==> src/rtl/wbg_pkg.sv <==
package wbg_pkg;

    typedef enum logic [1:0] {
        ST_IDLE    = 2'd0,
        ST_COLLECT = 2'd1,
        ST_SEND    = 2'd2
    } wbg_state_t;

endpackage

==> src/rtl/wbg_idle_timer.sv <==
module wbg_idle_timer #(
    parameter int IDLE_LIMIT = 16,
    localparam int CNT_W = (IDLE_LIMIT > 1) ? $clog2(IDLE_LIMIT) : 1
) (
    input  logic clk,
    input  logic rst_n,
    input  logic run,
    input  logic kick,
    output logic expired
);

    logic [CNT_W-1:0] cnt_q;
    localparam logic [CNT_W-1:0] LAST = CNT_W'(IDLE_LIMIT - 1);

    always_ff @(posedge clk) begin
        if (!rst_n) begin
            cnt_q <= '0;
        end else if (!run || kick) begin
            cnt_q <= '0;
        end else if (cnt_q != LAST) begin
            cnt_q <= cnt_q + CNT_W'(1);
        end
    end

    assign expired = run && (cnt_q == LAST);

    // once the window runs out without a new store, the open entry must be left
    assert_timeout_leaves_R8: assert property (@(posedge clk) disable iff (!rst_n)
        (expired && !kick) |=> !run);

endmodule

==> src/rtl/wbg_lane.sv <==
module wbg_lane #(
    parameter int DATA_W = 32,
    localparam int NB = DATA_W / 8
) (
    input  logic              clk,
    input  logic              rst_n,
    input  logic              clr,
    input  logic              we,
    input  logic [DATA_W-1:0] wr_data,
    input  logic [NB-1:0]     wr_be,
    output logic [DATA_W-1:0] data,
    output logic [NB-1:0]     be
);

    always_ff @(posedge clk) begin
        if (!rst_n || clr) begin
            data <= '0;
            be   <= '0;
        end else if (we) begin
            for (int b = 0; b < NB; b++) begin
                if (wr_be[b]) data[b*8 +: 8] <= wr_data[b*8 +: 8];
            end
            be <= be | wr_be;
        end
    end

    // a merged store never drops a byte it wrote
    assert_merge_keeps_bytes_R2: assert property (@(posedge clk) disable iff (!rst_n)
        (we && !clr) |=> ((be & $past(wr_be)) == $past(wr_be)));

endmodule

==> src/rtl/wbg_ctrl.sv <==
module wbg_ctrl
    import wbg_pkg::*;
#(
    parameter int ADDR_W     = 16,
    parameter int BEATS      = 8,
    parameter int IDLE_LIMIT = 16,
    localparam int OFF_W = $clog2(BEATS),
    localparam int LEN_W = $clog2(BEATS + 1)
) (
    input  logic              clk,
    input  logic              rst_n,
    input  logic              wr_valid,
    input  logic [ADDR_W-1:0] wr_addr,
    input  logic              wr_gather,
    input  logic              flush_req,
    output logic              wr_ready,
    output logic [BEATS-1:0]  lane_we,
    output logic              lane_clr,
    output logic              bst_valid,
    input  logic              bst_ready,
    output logic [ADDR_W-1:0] bst_addr,
    output logic [LEN_W-1:0]  bst_len
);

    wbg_state_t state_q, state_d;

    logic [ADDR_W-1:0] base_q, last_q;
    logic [LEN_W-1:0]  cnt_q;
    logic              gath_q;
    logic              accept, fits, same_word, next_word, expired, collecting;

    assign same_word  = (wr_addr == last_q);
    assign next_word  = (wr_addr == last_q + ADDR_W'(1)) &&
                        (wr_addr[OFF_W-1:0] != '0);
    assign fits       = wr_gather && gath_q && (same_word || next_word);
    assign collecting = (state_q == ST_COLLECT);

    wbg_idle_timer #(.IDLE_LIMIT(IDLE_LIMIT)) u_timer (
        .clk     (clk),
        .rst_n   (rst_n),
        .run     (collecting),
        .kick    (accept),
        .expired (expired)
    );

    // next state and store-side acceptance
    always_comb begin
        state_d  = state_q;
        wr_ready = 1'b0;
        accept   = 1'b0;
        unique case (state_q)
            ST_IDLE: begin
                wr_ready = 1'b1;
                accept   = wr_valid;
                if (accept) state_d = wr_gather ? ST_COLLECT : ST_SEND;
            end
            ST_COLLECT: begin
                if (flush_req) begin
                    state_d = ST_SEND;
                end else if (wr_valid && !fits) begin
                    state_d = ST_SEND;
                end else begin
                    wr_ready = 1'b1;
                    accept   = wr_valid;
                    if (!accept && expired) state_d = ST_SEND;
                end
            end
            ST_SEND: begin
                if (bst_ready) state_d = ST_IDLE;
            end
            default: state_d = ST_IDLE;
        endcase
    end

    // state register
    always_ff @(posedge clk) begin
        if (!rst_n) state_q <= ST_IDLE;
        else        state_q <= state_d;
    end

    // entry bookkeeping
    always_ff @(posedge clk) begin
        if (!rst_n) begin
            base_q <= '0;
            last_q <= '0;
            cnt_q  <= '0;
            gath_q <= 1'b0;
        end else if (accept) begin
            if (state_q == ST_IDLE) begin
                base_q <= wr_addr;
                last_q <= wr_addr;
                cnt_q  <= LEN_W'(1);
                gath_q <= wr_gather;
            end else if (!same_word) begin
                last_q <= wr_addr;
                cnt_q  <= cnt_q + LEN_W'(1);
            end
        end
    end

    // outputs
    always_comb begin
        bst_valid = (state_q == ST_SEND);
        bst_addr  = base_q;
        bst_len   = cnt_q;
        lane_clr  = (state_q == ST_SEND) && bst_ready;
    end

    for (genvar i = 0; i < BEATS; i++) begin : g_we
        assign lane_we[i] = accept && (wr_addr[OFF_W-1:0] == OFF_W'(i));
    end

    assert_hold_stable_R9: assert property (@(posedge clk) disable iff (!rst_n)
        (bst_valid && !bst_ready) |=> (bst_valid && $stable(bst_addr) && $stable(bst_len)));

    assert_no_store_while_offered_R9: assert property (@(posedge clk) disable iff (!rst_n)
        bst_valid |-> !wr_ready);

    assert_len_bounds_R4: assert property (@(posedge clk) disable iff (!rst_n)
        bst_valid |-> (bst_len >= LEN_W'(1) && bst_len <= LEN_W'(BEATS)));

    assert_untagged_single_R6: assert property (@(posedge clk) disable iff (!rst_n)
        (bst_valid && !gath_q) |-> (bst_len == LEN_W'(1)));

    assert_flush_next_R7: assert property (@(posedge clk) disable iff (!rst_n)
        (collecting && flush_req) |=> bst_valid);

    assert_lane_onehot_R3: assert property (@(posedge clk) disable iff (!rst_n)
        $onehot0(lane_we));

endmodule

==> src/rtl/wbg_top.sv <==
module wbg_top #(
    parameter int ADDR_W     = 16,
    parameter int DATA_W     = 32,
    parameter int BEATS      = 8,
    parameter int IDLE_LIMIT = 16,
    localparam int NB    = DATA_W / 8,
    localparam int LEN_W = $clog2(BEATS + 1)
) (
    input  logic                    clk,
    input  logic                    rst_n,
    input  logic                    wr_valid,
    output logic                    wr_ready,
    input  logic [ADDR_W-1:0]       wr_addr,
    input  logic [DATA_W-1:0]       wr_data,
    input  logic [NB-1:0]           wr_strb,
    input  logic                    wr_gather,
    input  logic                    flush_req,
    output logic                    bst_valid,
    input  logic                    bst_ready,
    output logic [ADDR_W-1:0]       bst_addr,
    output logic [LEN_W-1:0]        bst_len,
    output logic [BEATS*DATA_W-1:0] bst_data,
    output logic [BEATS*NB-1:0]     bst_mask
);

    logic [BEATS-1:0] lane_we;
    logic             lane_clr;

    wbg_ctrl #(
        .ADDR_W     (ADDR_W),
        .BEATS      (BEATS),
        .IDLE_LIMIT (IDLE_LIMIT)
    ) u_ctrl (
        .clk       (clk),
        .rst_n     (rst_n),
        .wr_valid  (wr_valid),
        .wr_addr   (wr_addr),
        .wr_gather (wr_gather),
        .flush_req (flush_req),
        .wr_ready  (wr_ready),
        .lane_we   (lane_we),
        .lane_clr  (lane_clr),
        .bst_valid (bst_valid),
        .bst_ready (bst_ready),
        .bst_addr  (bst_addr),
        .bst_len   (bst_len)
    );

    for (genvar i = 0; i < BEATS; i++) begin : g_lane
        wbg_lane #(.DATA_W(DATA_W)) u_lane (
            .clk     (clk),
            .rst_n   (rst_n),
            .clr     (lane_clr),
            .we      (lane_we[i]),
            .wr_data (wr_data),
            .wr_be   (wr_strb),
            .data    (bst_data[i*DATA_W +: DATA_W]),
            .be      (bst_mask[i*NB +: NB])
        );
    end

    assert_mask_stable_R9: assert property (@(posedge clk) disable iff (!rst_n)
        (bst_valid && !bst_ready) |=> ($stable(bst_mask) && $stable(bst_data)));

endmodule

==> config.mk <==
export PLATFORM = sky130hd
export DESIGN_NAME = wbg_top
export DESIGN_NICKNAME = d
export VERILOG_FILES = /design/src/rtl/wbg_pkg.sv /design/src/rtl/wbg_idle_timer.sv /design/src/rtl/wbg_lane.sv /design/src/rtl/wbg_ctrl.sv /design/src/rtl/wbg_top.sv
export SDC_FILE = /design/constraint.sdc
export NUM_CORES = 1
export LEC_CHECK = 0
export CAP_MARGIN = 20
export CELL_PAD_IN_SITES_DETAIL_PLACEMENT = 0
export CELL_PAD_IN_SITES_GLOBAL_PLACEMENT = 2
export CORE_MARGIN = 3
export CORE_UTILIZATION = 29
export DETAILED_ROUTE_END_ITERATION = 12
export PLACE_DENSITY = 0.76
export SYNTH_ARGS = -nofsm -noshare
export SYNTH_HDL_FRONTEND = slang
export SYNTH_SLANG_ARGS = --single-unit
==> constraint.sdc <==
create_clock -name clk -period 3.1 [get_ports clk]
set_clock_uncertainty 0.05 [all_clocks]
set_input_delay 0.62 -clock clk [delete_from_list [all_inputs] [get_ports clk]]
set_output_delay 0.62 -clock clk [all_outputs]
set_load 0.05 [all_outputs]
==> impl_results.md <==
* DR vias at 10900
* H-tree depth at 2
* Post-DR wirelength/cell at 18.8 um
* Hold slack at between 0.3 and 0.4 ns
* Fraction of layout cells with a size suffix above 1 at a little over an eighth
* Pwr per Cell Area at roughly 520 nW/um^2
* Synth-to-Final Area Change at 48.6%
* Static leakage at about 8.6 nW
* Vias in the first global route at 11000
* Dpl hpwl at 32900 um
* CTS Sinks at 331
* Port-buffer cells at ~370
* CTS Buf Count at 39
* Fillcell total at 4380
* Data arrival time of the critical path at 2.58 ns
* First-pass GRT wire length at just under 70000 um
* Drt pass-1 iters at 5
* Initial antenna violation count at 2
* Worst reg2reg setup slack at 0.17 ns
* Worst hold path cell count at 2
* Gr ovfl total at 0
* Mapped cell area at ~13000 um^2
* Clock tree buffer depth at 3
* Int Power at ~0.0077 W
* Final Max Tran Viols at 0
* Reg area at 6650 um^2
* Mapped Cells at about 1400
* Predominant post-synthesis flop cell: dfxtp_1
* Number of flops mapped to enable cells by yosys at 0
* Final nets at 1849
* Chip Height at between 200 and 250 um
* Row count at 77
* Clk pwr share at a little under half
* Antenna Nets Post-Route at 0
* Period utilisation layout at 105%
* DRC errors left at 0
* Yosys cell types at 58
* Yosys top cell area share at 50.1%
* CP max FO at 3
* Yosys Warn Count at 0
* Die width at 220 um
* Critical Path RT at 2.43 ns
* Syn_area_per_cell at 9.71 um^2
* Multi-input combinational cell area at 6090 um^2
* GPL Wtd Cong at 0.834
* I/O pin cnt at 368
* Crit path capture type: primary output
* Synth area leaders: dfxtp_1 (50%), mux2i_1 (21%), nand2_1 (11%)
* Core ar. at 44600 um^2
* Nature of the critical path startpoint: register
* Starting Density at between 20% and 30%
* Synth top cells by count: nand2_1 (374), dfxtp_1 (331), mux2i_1 (274)
* Fmax at ~310 MHz
* Hold_sp: g_lane[3].u_lane.be[2]
* Hold Buf Count CTS at 0
* Synth area leader: dfxtp_1
* Unrepaired setup endpoints after global routing: yes
* Max Cap Viol at 0
* Final setup fails at 1
* Largest net degree at the start of global routing at 57
* Fin util at 44.1%
* Worst setup path class: reg2out
* Final Hold Fails at 0
* R2R cell count at 10
* Asr flop ratio synth at 0%
* Flop pwr share at 42.7%
* Final WS setup at -0.155 ns
* Switching Fraction at 25.3%
* Failing checks: negative setup slack
* Worst-Margin Slew at 0.685 ns
* Post-synthesis sequential area ratio at between 50 and 60%
* Slew margin rel. at 54.4%
* DR vias/cell at 4.51
* Switching power at 0.00260 W
* Syn nets at about 1400
* Synth Register Bits at 331
* Status: finished with violations
* Hold Crit Endpoint: g_lane[3].u_lane.be[2]
* CTS tree: done
* CTS clk-pin slew, worst paths at 0.06 ns
* Worst VDD drop at 0.327 mV
* Die area at 48200 um^2
* Reg2reg start: u_ctrl.last_q[4]
* Worst r2r dst: g_lane[3].u_lane.data[0]
* Clock latency on the worst-skew pair at 0.53 ns
* Iter 0 DRT Violations at around 550
* HP Class: reg2reg
* Total GRT Usage at 18.3%
* CTS root buffer: clkbuf_16
* Combinational power share at about 11%
* Drt total wl at 45500 um
* Final period demand of the worst path at approximately 3.3 ns
* Most instantiated library cell after synthesis: nand2_1
-- kinds of logic after synthesis --
| group | share of synthesized area (%) |
|---|---|
| simple gates | 15.5 |
| flops | 50.1 |
| mux | 20.9 |
| buf+inv | 5.20 |
| compound gates | 6.49 |
| xor+xnor | 1.52 |
| fa+ha+maj | 0.284 |
-- critical path, cell delays in order (launching register included) --
cell	delay (ns)
dfxtp_2	0.33
ha_4	0.24
or3b_4	0.36
a21oi_2	0.13
o2bb2ai_2	0.08
nor4_2	0.29
a41o_1	0.25
a21oi_2	0.07
nor2_2	0.13
buf_12	0.15
-- per-layer routing --
layer / vias to the layer above / wire (um) / global-route usage, %
li1: 5398 / - / -
met1: 5116 / 20000 / 23.3
met2: 299 / 20700 / 29.2
met3: 60 / 3460 / 5.74
met4: 2 / 1370 / 6.22
met5: - / 13 / 0
-- how the worst max path moves through the flow --
stage	start	end	slack, ns	cells after the start
after floorplan	wr_addr[1]	wr_ready	0.08	8
after global routing	u_ctrl.last_q[0]	wr_ready	-0.32	9
final	u_ctrl.last_q[0]	wr_ready	-0.15	9
after CTS	u_ctrl.last_q[2]	wr_ready	-0.20	9
after detailed placement	wr_addr[9]	g_lane[2].u_lane.data[30]	-0.46	10
after global placement	wr_addr[9]	g_lane[7].u_lane.data[26]	-0.46	10
-- cells in the final DEF (no fill, tap or decap), types with 4 or more instances in the layout --
master,count
o21ai_1,8
nand2b_1,13
buf_12,19
dfxtp_1,321
clkbuf_8,8
clkdlybuf4s50_1,357
xnor2_1,11
nand4_1,7
o21ai_4,4
xnor2_2,5
o21ai_0,6
clkbuf_16,39
clkbuf_1,7
inv_1,31
and2_1,4
a21boi_0,20
a21oi_1,33
or3_1,4
nand2_1,373
dfxtp_2,6
dlygate4sd2_1,7
o21ai_2,16
o21a_1,11
nor2_1,37
nand3_1,10
buf_4,89
a211oi_2,4
mux2i_1,274
bufinv_16,5
clkinv_2,8
nor3_1,8
dfxtp_4,4
xor2_1,6
-- final cells by class --
type / count / share of cell area (%)
clock inverters: 18 / 1.18
flip-flops and latches: 331 / 33.8
well taps: 592 / 3.77
repair buffers: 476 / 24.0
inverters: 32 / 0.611
clock buffers: 54 / 5.65
diodes: 1 / 0.0127
multi-input cells: 908 / 31.0
-- power by group through the flow --
stage	clock network [W]	logic (W)	registers, W
after floorplan	0	0.000432	0.00468
after global placement	0	0.00109	0.00448
after detailed placement	0	0.00109	0.00449
after CTS	0.00493	0.00112	0.00440
after global routing	0.00511	0.00120	0.00440
final	0.00477	0.00112	0.00440
-- sequential cells by signal (all words and copies together) (netlist names) --
signal                count
u_ctrl.bst_addr          16
u_ctrl.u_timer.cnt_q      4
u_ctrl.last_q            16
u_ctrl.bst_len            4
g_lane.u_lane.be         32
u_ctrl.gath_q             1
g_lane.u_lane.data      256
u_ctrl.state_q            2
-- timing repair --
action                                  4_1_cts  5_1_grt
setup buffers                                 9        3
gates resized for setup                      44        3
endpoints found under the setup margin        1        1
pin swaps                                    16        7
gates cloned                                  1        0
hold endpoints to repair                      0        0
-- metrics by stage --
step / setup TNS (ns) / std cells / instance area, um^2 / worst slack, ns / power [W]
after floorplan: 0 / 1363 / 13200 / 0.0756 / 0.00511
after global placement: -109.64 / 2328 / 18100 / -0.458 / 0.00557
after detailed placement: -110.26 / 2328 / 18100 / -0.464 / 0.00558
after CTS: -0.196 / 2408 / 19600 / -0.196 / 0.0105
after global routing: -0.322 / 2412 / 19700 / -0.322 / 0.0107
final: -0.155 / 2412 / 19700 / -0.155 / 0.0103
(Power assumes the default switching activity.)
